<file path="config.mk">
export PLATFORM = sky130hd
export DESIGN_NAME = cap_stream_tx
export DESIGN_NICKNAME = d
export VERILOG_FILES = /design/src/rtl/cst_pkg.sv /design/src/rtl/cst_tick_gen.sv /design/src/rtl/cst_snapshot.sv /design/src/rtl/cst_seq.sv /design/src/rtl/cap_stream_tx.sv
export SDC_FILE = /design/constraint.sdc
export NUM_CORES = 1
export LEC_CHECK = 0
export ABC_AREA = 1
export CAP_MARGIN = 15
export CELL_PAD_IN_SITES_DETAIL_PLACEMENT = 0
export CELL_PAD_IN_SITES_GLOBAL_PLACEMENT = 1
export CORE_ASPECT_RATIO = 0.9
export CORE_UTILIZATION = 37
export DETAILED_ROUTE_END_ITERATION = 8
export PLACE_DENSITY_LB_ADDON = 0.12
export SYNTH_ARGS = -nofsm -noshare
export SYNTH_HDL_FRONTEND = slang
export SYNTH_SLANG_ARGS = --single-unit
</file>
<file path="constraint.sdc">
create_clock -name clk -period 2.75 [get_ports clk]
set_input_delay 0.6875 -clock clk [delete_from_list [all_inputs] [get_ports clk]]
set_output_delay 0.6875 -clock clk [all_outputs]
set_load 0.02 [all_outputs]
</file>
<file path="src/rtl/cst_pkg.sv">
package cst_pkg;
  // Word format on the wire is fixed by the protocol.
  localparam int unsigned SAMP_W   = 24;
  localparam int unsigned WORD_W   = 32;
  localparam int unsigned BIT_W    = $clog2(WORD_W);
  // Phases per word: two per bit plus two idle phases of select high.
  localparam int unsigned PHASES   = 2 * WORD_W + 2;
  localparam int unsigned PH_W     = $clog2(PHASES);

  function automatic logic [WORD_W-1:0] sign_extend(input logic [SAMP_W-1:0] s);
    return {{(WORD_W - SAMP_W){s[SAMP_W-1]}}, s};
  endfunction

  function automatic logic msb_first_bit(input logic [WORD_W-1:0] w,
                                         input logic [BIT_W-1:0]  n);
    return w[BIT_W'(WORD_W - 1) - n];
  endfunction
endpackage

</file>
<file path="src/rtl/cst_tick_gen.sv">
module cst_tick_gen #(
  parameter int unsigned DIV_W = 4
) (
  input  logic             clk,
  input  logic             rst_n,
  input  logic             busy,
  input  logic             restart,
  input  logic [DIV_W-1:0] div_q,
  output logic             tick
);
  logic [DIV_W-1:0] cnt_q;

  always_ff @(posedge clk or negedge rst_n) begin
    if (!rst_n)                 cnt_q <= '0;
    else if (!busy || restart)  cnt_q <= '0;
    else if (cnt_q == div_q)    cnt_q <= '0;
    else                        cnt_q <= cnt_q + 1'b1;
  end

  assign tick = busy && (cnt_q == div_q);
endmodule

</file>
<file path="src/rtl/cst_snapshot.sv">
module cst_snapshot
  import cst_pkg::*;
#(
  parameter int unsigned SLOTS = 16,
  localparam int unsigned IDX_W = $clog2(SLOTS)
) (
  input  logic                    clk,
  input  logic                    rst_n,
  input  logic                    load,
  input  logic [SLOTS*SAMP_W-1:0] samp_bus,
  input  logic [IDX_W-1:0]        rd_idx,
  output logic [WORD_W-1:0]       rd_word,
  output logic [SLOTS*SAMP_W-1:0] snap_flat
);
  logic [SAMP_W-1:0] snap_q [SLOTS];

  for (genvar g = 0; g < SLOTS; g++) begin : g_slot
    always_ff @(posedge clk or negedge rst_n) begin
      if (!rst_n)    snap_q[g] <= '0;
      else if (load) snap_q[g] <= samp_bus[g*SAMP_W +: SAMP_W];
    end
    assign snap_flat[g*SAMP_W +: SAMP_W] = snap_q[g];
  end

  assign rd_word = sign_extend(snap_q[rd_idx]);
endmodule

</file>
<file path="src/rtl/cst_seq.sv">
module cst_seq
  import cst_pkg::*;
#(
  parameter int unsigned SLOTS = 16,
  parameter int unsigned DIV_W = 4,
  localparam int unsigned IDX_W = $clog2(SLOTS)
) (
  input  logic             clk,
  input  logic             rst_n,
  input  logic             run_en,
  input  logic             capture,
  input  logic [IDX_W-1:0] cfg_words_m1,
  input  logic [DIV_W-1:0] cfg_div,
  input  logic             tick,
  output logic             busy,
  output logic             start,
  output logic             burst_end,
  output logic             pend,
  output logic [PH_W-1:0]  phase,
  output logic [IDX_W-1:0] word_idx,
  output logic [IDX_W-1:0] last_q,
  output logic [DIV_W-1:0] div_q
);
  localparam logic [PH_W-1:0] LAST_PH = PH_W'(PHASES - 1);

  logic phase_end;

  assign phase_end = tick && (phase == LAST_PH);
  assign burst_end = phase_end && (word_idx == last_q);
  assign start     = run_en && (capture || pend) && (!busy || burst_end);

  always_ff @(posedge clk or negedge rst_n) begin
    if (!rst_n) begin
      busy     <= 1'b0;
      pend     <= 1'b0;
      phase    <= '0;
      word_idx <= '0;
      last_q   <= '0;
      div_q    <= '0;
    end else if (!run_en) begin
      busy     <= 1'b0;
      pend     <= 1'b0;
      phase    <= '0;
      word_idx <= '0;
    end else begin
      pend <= busy && !start && (pend || capture);
      if (start) begin
        busy     <= 1'b1;
        phase    <= '0;
        word_idx <= '0;
        last_q   <= cfg_words_m1;
        div_q    <= cfg_div;
      end else if (burst_end) begin
        busy     <= 1'b0;
        phase    <= '0;
      end else if (phase_end) begin
        phase    <= '0;
        word_idx <= word_idx + 1'b1;
      end else if (tick) begin
        phase    <= phase + 1'b1;
      end
    end
  end
endmodule

</file>
<file path="src/rtl/cap_stream_tx.sv">
module cap_stream_tx
  import cst_pkg::*;
#(
  parameter int unsigned SLOTS = 16,
  parameter int unsigned DIV_W = 4,
  localparam int unsigned IDX_W = $clog2(SLOTS)
) (
  input  logic                    clk,
  input  logic                    rst_n,
  input  logic                    cfg_enable,
  input  logic                    spi_port_busy,
  input  logic [IDX_W-1:0]        cfg_words_m1,
  input  logic [DIV_W-1:0]        cfg_div,
  input  logic [SLOTS*SAMP_W-1:0] samp_bus,
  input  logic                    capture,
  output logic                    hs_sel_n,
  output logic                    hs_dat,
  output logic                    hs_clk
);
  logic                    run_en;
  logic                    busy, start, burst_end, pend, tick, in_word;
  logic [PH_W-1:0]         phase;
  logic [IDX_W-1:0]        word_idx, last_q;
  logic [DIV_W-1:0]        div_q;
  logic [WORD_W-1:0]       cur_word;
  logic [SLOTS*SAMP_W-1:0] snap_flat;

  // The register-access port takes precedence over the enable bit.
  assign run_en = cfg_enable && !spi_port_busy;

  cst_seq #(.SLOTS(SLOTS), .DIV_W(DIV_W)) u_seq (
    .clk(clk), .rst_n(rst_n), .run_en(run_en), .capture(capture),
    .cfg_words_m1(cfg_words_m1), .cfg_div(cfg_div), .tick(tick),
    .busy(busy), .start(start), .burst_end(burst_end), .pend(pend),
    .phase(phase), .word_idx(word_idx), .last_q(last_q), .div_q(div_q)
  );

  cst_tick_gen #(.DIV_W(DIV_W)) u_tick (
    .clk(clk), .rst_n(rst_n), .busy(busy), .restart(start),
    .div_q(div_q), .tick(tick)
  );

  cst_snapshot #(.SLOTS(SLOTS)) u_snap (
    .clk(clk), .rst_n(rst_n), .load(start), .samp_bus(samp_bus),
    .rd_idx(word_idx), .rd_word(cur_word), .snap_flat(snap_flat)
  );

  // Even phase: clock low with a new bit; odd phase: clock high, bit held.
  assign in_word  = busy && (phase < PH_W'(2 * WORD_W));
  assign hs_sel_n = !in_word;
  assign hs_clk   = !(in_word && !phase[0]);
  assign hs_dat   = in_word ? msb_first_bit(cur_word, phase[BIT_W:1]) : 1'b1;
endmodule

</file>
Word level (Yosys, flattened, before mapping)
Index checks and enable logic that the tools add are counted.
{ "totals": {"regBits": 409, "word_cells": 80} }
{ "classes": {"mux": 21, "reduce_logical": 21, "bitwise": 1, "add_sub_neg": 4, "n_eq_ne": 7, "n_lt_le_gt_ge": 3} }
{ "op_table": {"columns": ["op", "count"], "rows": [
  ["$bmux W24 S4", 1],
  ["$mux W24", 2],
  ["$mux W7", 5],
  ["$mux W4", 6],
  ["$logic_and A1 B1 Y1", 10],
  ["$ne A3 B3 Y1 const B", 3],
  ["$add A4 B1 Y4 const B", 2],
  ["$eq A4 B4 Y1", 2],
  ["$add A7 B1 Y7 const B", 1],
  ["$eq A7 B7 Y1 const B", 1],
  ["$lt A7 B7 Y1 const B", 1],
  ["$logic_not A1 Y1", 6],
  ["$lt A5 B6 Y1 const B", 1],
  ["$mux W1", 6],
  ["$bmux W1 S5", 1],
  ["$ge A5 B5 Y1 const B", 1],
  ["$ne A5 B5 Y1 const B", 1],
  ["$not A4 Y5", 1],
  ["$sub A5 B5 Y5 const A", 1],
  ["$reduce_and A2 Y1", 2],
  ["$logic_or A1 B1 Y1", 3]
]} }

Logic depth before layout (Yosys ltp)
Gate-level depths: netlist (run 1).
{ "logic_depth": {"ltp_word": 10, "ltp_mapped": 17} }

Cells and area by module
From an unflattened synthesis (run 1), not the netlist that was laid out.
{ "unflattened": {"cells_unflattened": 2750, "hier_area_um2": 20553.5} }
{ "by_module_without_submodules": {"columns": ["module", "n_inst", "seq_area_each_um2", "cells_each", "area_per_inst_um2"], "rows": [
  ["cst_snapshot", 1, 9609.2, 2455, 18665.4],
  ["cst_seq", 1, 525.5, 152, 1177.4],
  ["cap_stream_tx", 1, 0.0, 103, 452.9],
  ["cst_tick_gen", 1, 100.1, 40, 257.7]
]} }

Worst setup path after synthesis (run 1)
OpenSTA, ideal clock, no wires.
{ "synth_path": {"path_kind": "reg-to-output", "start": "register u_seq.word_idx[0]", "end": "output hs_dat", "path_stages_with_launch": 16, "arrival_ns": 1.870, "slack_ns": 0.192, "path_buffers": 3, "cell_sequence": "dfrtp_1 buf_2 inv_1 buf_2 clkbuf_1 nand2_1 nand3_1 nand3_1 nand3_1 nand3_1 nand3_1 nand2_1 nor2_1 nand2_1 a21oi_1 nand2_1"} }
{ "synth_between": {"elab_chain_cells": 7} }
{ "synth_lines": {"columns": ["item", "line_no", "rtl"], "rows": [
  ["start: declaration", "cst_seq.sv:20", "output logic [IDX_W-1:0] word_idx,"],
  ["start signal: assignment", "cst_seq.sv:58", "word_idx <= word_idx + 1'b1;"],
  ["$not A4 Y5 (not written as such)", "cst_snapshot.sv:25", "assign rd_word = sign_extend(snap_q[rd_idx]);"],
  ["$bmux W24 S4", "cst_snapshot.sv:25", null],
  ["$mux W24 (not written as such) (2 in series)", "cst_snapshot.sv:25", null],
  ["$bmux W1 S5", "cst_pkg.sv:16", "return w[BIT_W'(WORD_W - 1) - n];"],
  ["$mux W1 (not written as such)", "cst_pkg.sv:16", null],
  ["$mux W1", "cap_stream_tx.sv:52", "assign hs_dat = in_word ? msb_first_bit(cur_word, phase[BIT_W:1]) : 1'b1;"],
  ["end: declaration", "cap_stream_tx.sv:17", "output logic hs_dat,"]
]} }
No other way between the ends. The select of a mux whose other input is x is not followed.

Final worst setup path (run 1)
Same ends and word-level chain as after synthesis.

==> results of run 1 <==
## metrics by stage
step | hold slack (ps) | cells | util (%) | cell area, um^2 | total power [W]
finish | 475 | 3792 | 52.3 | 27300 | 0.0173
CTS | 477 | 3778 | 51.8 | 27000 | 0.0175
floorplan | 392 | 2667 | - | 19700 | 0.00934
detailed placement | 461 | 3683 | 48.0 | 25000 | 0.0108
global placement | 457 | 3683 | 48.0 | 25000 | 0.0108
global route | 490 | 3789 | 52.3 | 27200 | 0.0183
## synth_stat cells
library cell | number | area [um^2]
inv_2 | 2 | 7.51
ha_1 | 4 | 50.1
buf_2 | 56 | 280
nor4_1 | 1 | 6.26
or2_0 | 1 | 6.26
o21ai_1 | 58 | 290
nand3_1 | 224 | 1120
xor2_1 | 8 | 70.1
a21oi_1 | 13 | 65.1
clkbuf_1 | 57 | 214
nor3_1 | 4 | 20.0
buf_4 | 44 | 330
o211ai_1 | 25 | 188
o21ai_0 | 89 | 445
buf_1 | 10 | 37.5
o31ai_1 | 1 | 7.51
inv_1 | 90 | 338
or2_2 | 1 | 6.26
o21ai_2 | 1 | 8.76
nand2_2 | 2 | 12.5
clkinv_1 | 1 | 3.75
dfrtp_1 | 409 | 10200
nand4_1 | 3 | 18.8
nor2_4 | 1 | 11.3
xnor2_1 | 5 | 43.8
nand2_1 | 1394 | 5230
nor2_1 | 162 | 608
nand4_2 | 1 | 12.5
## area by class of cell
cell class / instances / area [um^2] / share of cell area (%)
antenna: 4 / 10.0 / 0.0367
clock buffer: 73 / 1480 / 5.42
clock inverter: 12 / 141 / 0.519
inverter: 93 / 372 / 1.36
multi-input combinational: 1998 / 8420 / 30.9
sequential: 409 / 10200 / 37.6
tap: 688 / 861 / 3.16
timing repair buffer: 515 / 5730 / 21.0
## worst min path at each step
stage                                                 start                                 to  slack, ps  depth (start not counted)
after floorplan                                       rst_n             u_seq.busy$_DFFE_PN0P_        390                          0
after global placement     u_snap.snap_flat[25]$_DFFE_PN0P_   u_snap.snap_flat[25]$_DFFE_PN0P_        460                          2
after detailed placement   u_snap.snap_flat[72]$_DFFE_PN0P_   u_snap.snap_flat[72]$_DFFE_PN0P_        460                          2
after CTS                  u_snap.snap_flat[72]$_DFFE_PN0P_   u_snap.snap_flat[72]$_DFFE_PN0P_        480                          2
after global routing       u_snap.snap_flat[29]$_DFFE_PN0P_   u_snap.snap_flat[29]$_DFFE_PN0P_        490                          2
final                     u_snap.snap_flat[159]$_DFFE_PN0P_  u_snap.snap_flat[159]$_DFFE_PN0P_        480                          2
## power by group through the flow
stage	clock (W)	sequential (W)	combinational, W
after detailed placement	0	0.00794	0.00291
after global placement	0	0.00793	0.00286
after global routing	0.00691	0.00798	0.00337
final	0.00653	0.00787	0.00293
after CTS	0.00667	0.00785	0.00296
after floorplan	0	0.00767	0.00167
## cells in the final DEF (no fill, tap or decap), types with 2 or more instances in the layout
cell and n:
nand4_1 3, nand3_1 204, dfrtp_4 3, inv_1 88
buf_16 5, clkbuf_16 53, o21ai_2 3, xor2_1 8
a21oi_1 11, clkbuf_1 8, nor2_2 5, clkinv_2 7
buf_12 50, dfrtp_1 405, bufinv_16 3, clkbuf_8 16
nor3_1 4, nand3_2 20, o21ai_1 68, nor2_4 4
buf_8 3, ha_1 4, buf_6 6, xnor2_1 5
buf_4 48, o21ai_0 77, nand2_1 1386, nor2_1 154
a21oi_2 2, clkdlybuf4s50_1 397, o211ai_1 25, diode_2 4
nand2_2 8
## critical path, stage by stage, from the launching register on
cell and delay (ps):
dfrtp_4 500, buf_6 140, buf_6 110, bufbuf_16 250, buf_4 140, nand2_2 50
nand3_1 70, nand3_1 90, nand2_1 70, nand2_1 90, nand2_2 70, o211ai_1 190
nand2_1 70, nand2_1 80, nand2_2 50, nand3_2 80, nand2_4 70, buf_6 140
## registers in the layout, summed over array words and instances, names as in the netlist
register          count
u_seq.word_idx        4
u_seq.phase           7
u_tick.cnt_q          4
u_seq.div_q           4
u_seq.pend            1
u_seq.busy            1
u_snap.snap_flat    384
u_seq.last_q          4
## cells by family after synthesis
kind of cell	after synthesis	synth area share [%]
simple gates	1794	35.9
flops	409	52.0
buf+inv	260	6.16
compound gates	187	5.11
xor+xnor	13	0.579
fa+ha+maj	4	0.254
## repair_timing
action | 4_1_cts | 5_1_grt
resized for setup | 36 | 44
pin swaps | 17 | 24
hold endpoints to repair | 27 | 0
gates cloned | 5 | 4
endpoints found under the setup margin | 1 | 2
setup buffers | 4 | 7
hold buffers | 1 | 0
## per-layer routing
layer	part of all wire, %	GRT usage, %	vias up	routed length, um
li1	-	-	9107	-
met1	44	34.9	8964	31900
met2	47	43.5	507	33600
met3	6.2	5.53	120	4490
met4	2.3	7.77	14	1690
met5	0.13	0	-	91
==> run_results.csv, run 1 <==
group,metric,value,unit
placement,dp_hpwl,51000,um
clock_tree,clkLatencyLatePin,580,ps
min_path,min_path_type,"flip-flop to flip-flop",
sta,fin_crit_sh,128,%
sta,skew,10.2,ps
yosys,ys_ff_latch,409,
power,pwr-share-comb,16.9,%
sta,final.min_clock_period,3530,ps
sta,slew_headroom,64.9,%
clock_tree,cts_root_buf,"clkbuf_16",
route,route.detailed.drc,0,
finish,fill_cells,5039,
placement,portBuffers,399,
yosys,syn_area_per_cell,7.38,um^2
critical_path,rrSetupSlack,80,ps
grt,antenna_found_initial,12,
power,p_switching,0.00480,W
floorplanning,die-area,54100,um^2
critical_path,cp-startpoint,"u_seq.word_idx[0]$_DFFE_PN0P_",
floorplanning,row_count,79,
clock_tree,cts_buffer_depth,3,
grt,grt_pass1_wl,109000,um
power,clockPowerShare,37.7,%
finish,area_growth,38.6,%
floorplanning,initial_core_util,37.8,%
yosys,ys_types,28,
grt,grt_max_degree,165,
sta,drv_slew,0,
route,drt-pass1-iter-count,5,
yosys,yosys_warnings,0,
sta,hold_viol,0,
yosys,syn_nets,3068,
floorplanning,pin_count,400,
sta,worst_pin_slew,526,ps
critical_path,regToRegEndpoint,"u_snap.snap_flat[351]$_DFFE_PN0P_",
power,switching_share,27.7,%
clock_tree,cts_buffers,46,
critical_path,worstPathRequired,2060,ps
flow_run,drv_cap,0,
clock_tree,cts_tree,"done",
power,p_int,0.0125,W
sta,setup_viol,1,
grt,grt_pass1_vias,19100,
yosys,syn_area,19700,um^2
finish,drive_above_1_share,8.03,%
sta,fin_tns_setup,-783,ps
clock_tree,clk_pin_slew,60,ps
floorplanning,die_y,221,um
power,power.share.sequential,45.4,%
route,drt_iter0_drc,1305,
critical_path,endpoint_kind,"primary output",
clock_tree,ctsHtreeMaxLevel,2,
placement,place_worst_setup_slack,-281,ps
outcome,violations,"negative setup slack",
grt,overflow,0,
floorplanning,die_width,245,um
yosys,synth_seq_area_share,52.0,%
critical_path,r2r_cells,11,
critical_path,setup.worst_path.end,"hs_dat",
route,vias_per_cell,4.93,
critical_path,r2r_start,"u_seq.word_idx[2]$_DFFE_PN0P_",
power,p_leak,13.4,nW
route,wl_per_cell,18.9,um
finish,nets,3464,
outcome,outcome,"finished with violations",
power,vdd_drop_max,0.000392,V
clock_tree,clock-sinks,409,
route,ant_nets,0,
critical_path,start_kind,"flip-flop",
critical_path,path_max_fanout,4,
yosys,syn_inst,2667,
sta,setup_slack,-783,ps
route,totalWireLength,71800,um
critical_path,critPathKind,"flip-flop to primary output",
route,vias,18700,
grt,gr-usage-all-layers,26.4,%
critical_path,worstPathArrival,2850,ps
floorplanning,core_area,52100,um^2
placement,gp_congestion,0.840,
power,p_per_area,636,nW/um^2
sta,rsz0062_at_grt,"yes",
sta,fmax,283,MHz
No activity file was read; power rests on OpenSTA's default activity.
==> run 2, diff against run 1 <==
CORE_MARGIN = 3   (was unset)
==> run 2 against run 1 <==
  * The flow still finishes with violations (negative setup slack)
  * Setup slack improved by 46 ps
  * Sequential power decreased by 0.5%
  * Sequential share of layout area decreased by 0.29 points
  * Sequential cell count unchanged
  * Clock power increased by 0.9%
  * Largest cell class unchanged
  * First-iteration DRC count increased by 20%
  * Critical path type unchanged
  * Clock skew increased by 8.5 ps
  * Count of clock-buffer cells in the layout decreased by 3
  * Cell count increased by 0.61%
  * Core utilization increased by 0.41 points
  * Final area increased by 0.79%
  * Highest routed layer unchanged
  * Register-to-register slack improved by 70 ps
==> run_results.csv, run 2 (synthesis results as in run 1) <==
group,metric,value,unit
sta,drv_slew,0,
route,dr.max_layer_used,"met5",
power,switching_share,27.5,%
sta,final.min_clock_period,3490,ps
sta,fin_crit_sh,127,%
sta,fmax,287,MHz
clock_tree,cts_tree,"done",
clock_tree,clk_pin_slew,60,ps
power,p_switching,0.00477,W
placement,portBuffers,399,
grt,grt_pass1_vias,19000,
grt,antenna_found_initial,8,
floorplanning,die_y,225,um
clock_tree,cts_root_buf,"clkbuf_16",
route,totalWireLength,73900,um
clock_tree,ctsHtreeMaxLevel,2,
placement,dpl-instance-area,25200,um^2
placement,gp_congestion,0.837,
floorplanning,core_area,52100,um^2
route,wl_per_cell,19.4,um
critical_path,worstPathRequired,2060,ps
sta,slew_headroom,51.3,%
route,dr_wl_met3,4130,um
min_path,min_path_type,"input pin to asynchronous set/reset pin",
power,pwr-share-comb,16.9,%
critical_path,path_max_fanout,17,
finish,layout_commonest_cell,"nand2_1",
finish,fill_cells,5046,
clock_tree,hold_buffers,0,
clock_tree,clock-sinks,409,
outcome,violations,"negative setup slack",
sta,hold_viol,0,
flow_run,drv_cap,0,
sta,setup_viol,1,
clock_tree,clkLatencyLatePin,580,ps
route,vias_per_cell,4.94,
power,p_per_area,632,nW/um^2
grt,grt_pass1_wl,110000,um
power,p_leak,13.5,nW
finish,final_cell_mix,"1391 x nand2_1, 405 x dfrtp_1, 397 x clkdlybuf4s50_1",
finish,nets,3490,
power,power.share.sequential,45.1,%
grt,overflow,0,
floorplanning,pin_count,400,
critical_path,start_kind,"flip-flop",
route,drt-pass1-iter-count,5,
route,vias,18800,
sta,skew,18.7,ps
grt,gr-usage-all-layers,25.2,%
floorplanning,die_width,249,um
power,p_int,0.0126,W
sta,fin_tns_setup,-737,ps
critical_path,worstPathArrival,2800,ps
power,p_total,0.0174,W
critical_path,critPathKind,"flip-flop to primary output",
critical_path,endpoint_kind,"primary output",
finish,largest_reg_flops,384,
floorplanning,row_count,79,
power,vdd_drop_max,0.000416,V
outcome,outcome,"finished with violations",
finish,stdcell_area,27500,um^2
route,wl_met1,33900,um
route,met2_length,34100,um
clock_tree,cts_buffer_depth,3,
route,ant_nets,0,
route,route.detailed.drc,0,
placement,dp_hpwl,51800,um
grt,grt_max_degree,203,
sta,worst_pin_slew,731,ps
floorplanning,die-area,56000,um^2
floorplanning,initial_core_util,37.8,%
finish,area_growth,39.6,%
sta,rsz0062_at_grt,"yes",
sta,setup_slack,-737,ps
route,drt_iter0_drc,1569,
power,clockPowerShare,38.0,%
finish,drive_above_1_share,8.29,%
clock_tree,cts_buffers,46,
[run 2: cell count changes in the layout (fill, tap and decap cells not counted), sizes merged, moves of 2 or more]
cell / before / now
buf: 112 / 130
clkbuf: 77 / 82
bufinv: 3 / 5
clkinvlp: 1 / 3
diode: 4 / 2
[run 2: critical path, stage by stage, from the launching register on]
cell and delay, ps:
dfrtp_4 510, buf_12 170, buf_12 130, clkbuf_16 180, nand2_1 70, nand3_1 120
nand3_1 110, nand2_1 100, a21oi_2 140, nand2_1 70, nand3_1 70, nand2_1 50
inv_1 70, nand2_2 70, nand3_1 100, nand2_2 90, buf_6 140
[run 2: per-stage QoR]
step / util (%) / instances / setup slack (ps) / hold WS [ps]
2_1_floorplan: - / 2667 / 192 / 392
3_3_place_gp: 48.4 / 3708 / -257 / 456
3_5_place_dp: 48.4 / 3708 / -222 / 463
4_1_cts: 51.7 / 3794 / -718 / 123
5_1_grt: 52.7 / 3813 / -869 / 126
6_report: 52.7 / 3815 / -737 / 100
[run 2: final timing paths]
path / from / end / slack [ps] / depth (start not counted)
worst max-delay path: u_seq.word_idx[0]$_DFFE_PN0P_ / hs_dat / -740 / 16
worst min-delay path: rst_n / u_snap.snap_flat[312]$_DFFE_PN0P_ / 100 / 1
worst max register to register: u_seq.word_idx[2]$_DFFE_PN0P_ / u_snap.snap_flat[48]$_DFFE_PN0P_ / 150 / 11
worst min register to register: u_snap.snap_flat[349]$_DFFE_PN0P_ / u_snap.snap_flat[349]$_DFFE_PN0P_ / 470 / 2
max in group asynchronous: rst_n / u_snap.snap_flat[60]$_DFFE_PN0P_ / 1830 / 2
min in group clk: u_snap.snap_flat[349]$_DFFE_PN0P_ / u_snap.snap_flat[349]$_DFFE_PN0P_ / 470 / 2
[run 2: routing by layer]
metal | global-route usage (%) | vias to the layer above
met5 | 0 | -
met3 | 4.01 | 98
met4 | 7.11 | 8
met2 | 40.7 | 543
li1 | - | 9153
met1 | 35.3 | 9046
[run 2: timing repair]
item / 4_1_cts / 5_1_grt
gates cloned: 1 / 13
pin swaps: 4 / 17
setup buffers: 1 / 6
endpoints found under the setup margin: 1 / 29
resized for setup: 21 / 38
[run 2: layout make-up]
type                    count  area [um^2]  area share, %
inverters                  93          389           1.42
repair inverters            1         11.3         0.0410
diodes                      2         5.00         0.0182
flip-flops and latches    409        10200           37.3
repair buffers            540         5980           21.8
clock inverters            14          200          0.729
well taps                 688          861           3.13
multi-input cells        1998         8360           30.4
clock buffers              70         1420           5.15
[run 2: power by group through the flow]
| stage | combinational (W) | clock [W] | sequential (W) |
|---|---|---|---|
| CTS | 0.00295 | 0.00674 | 0.00781 |
| global placement | 0.00286 | 0 | 0.00790 |
| detailed placement | 0.00291 | 0 | 0.00791 |
| finish | 0.00293 | 0.00659 | 0.00783 |
| floorplan | 0.00167 | 0 | 0.00767 |
| global route | 0.00338 | 0.00696 | 0.00795 |
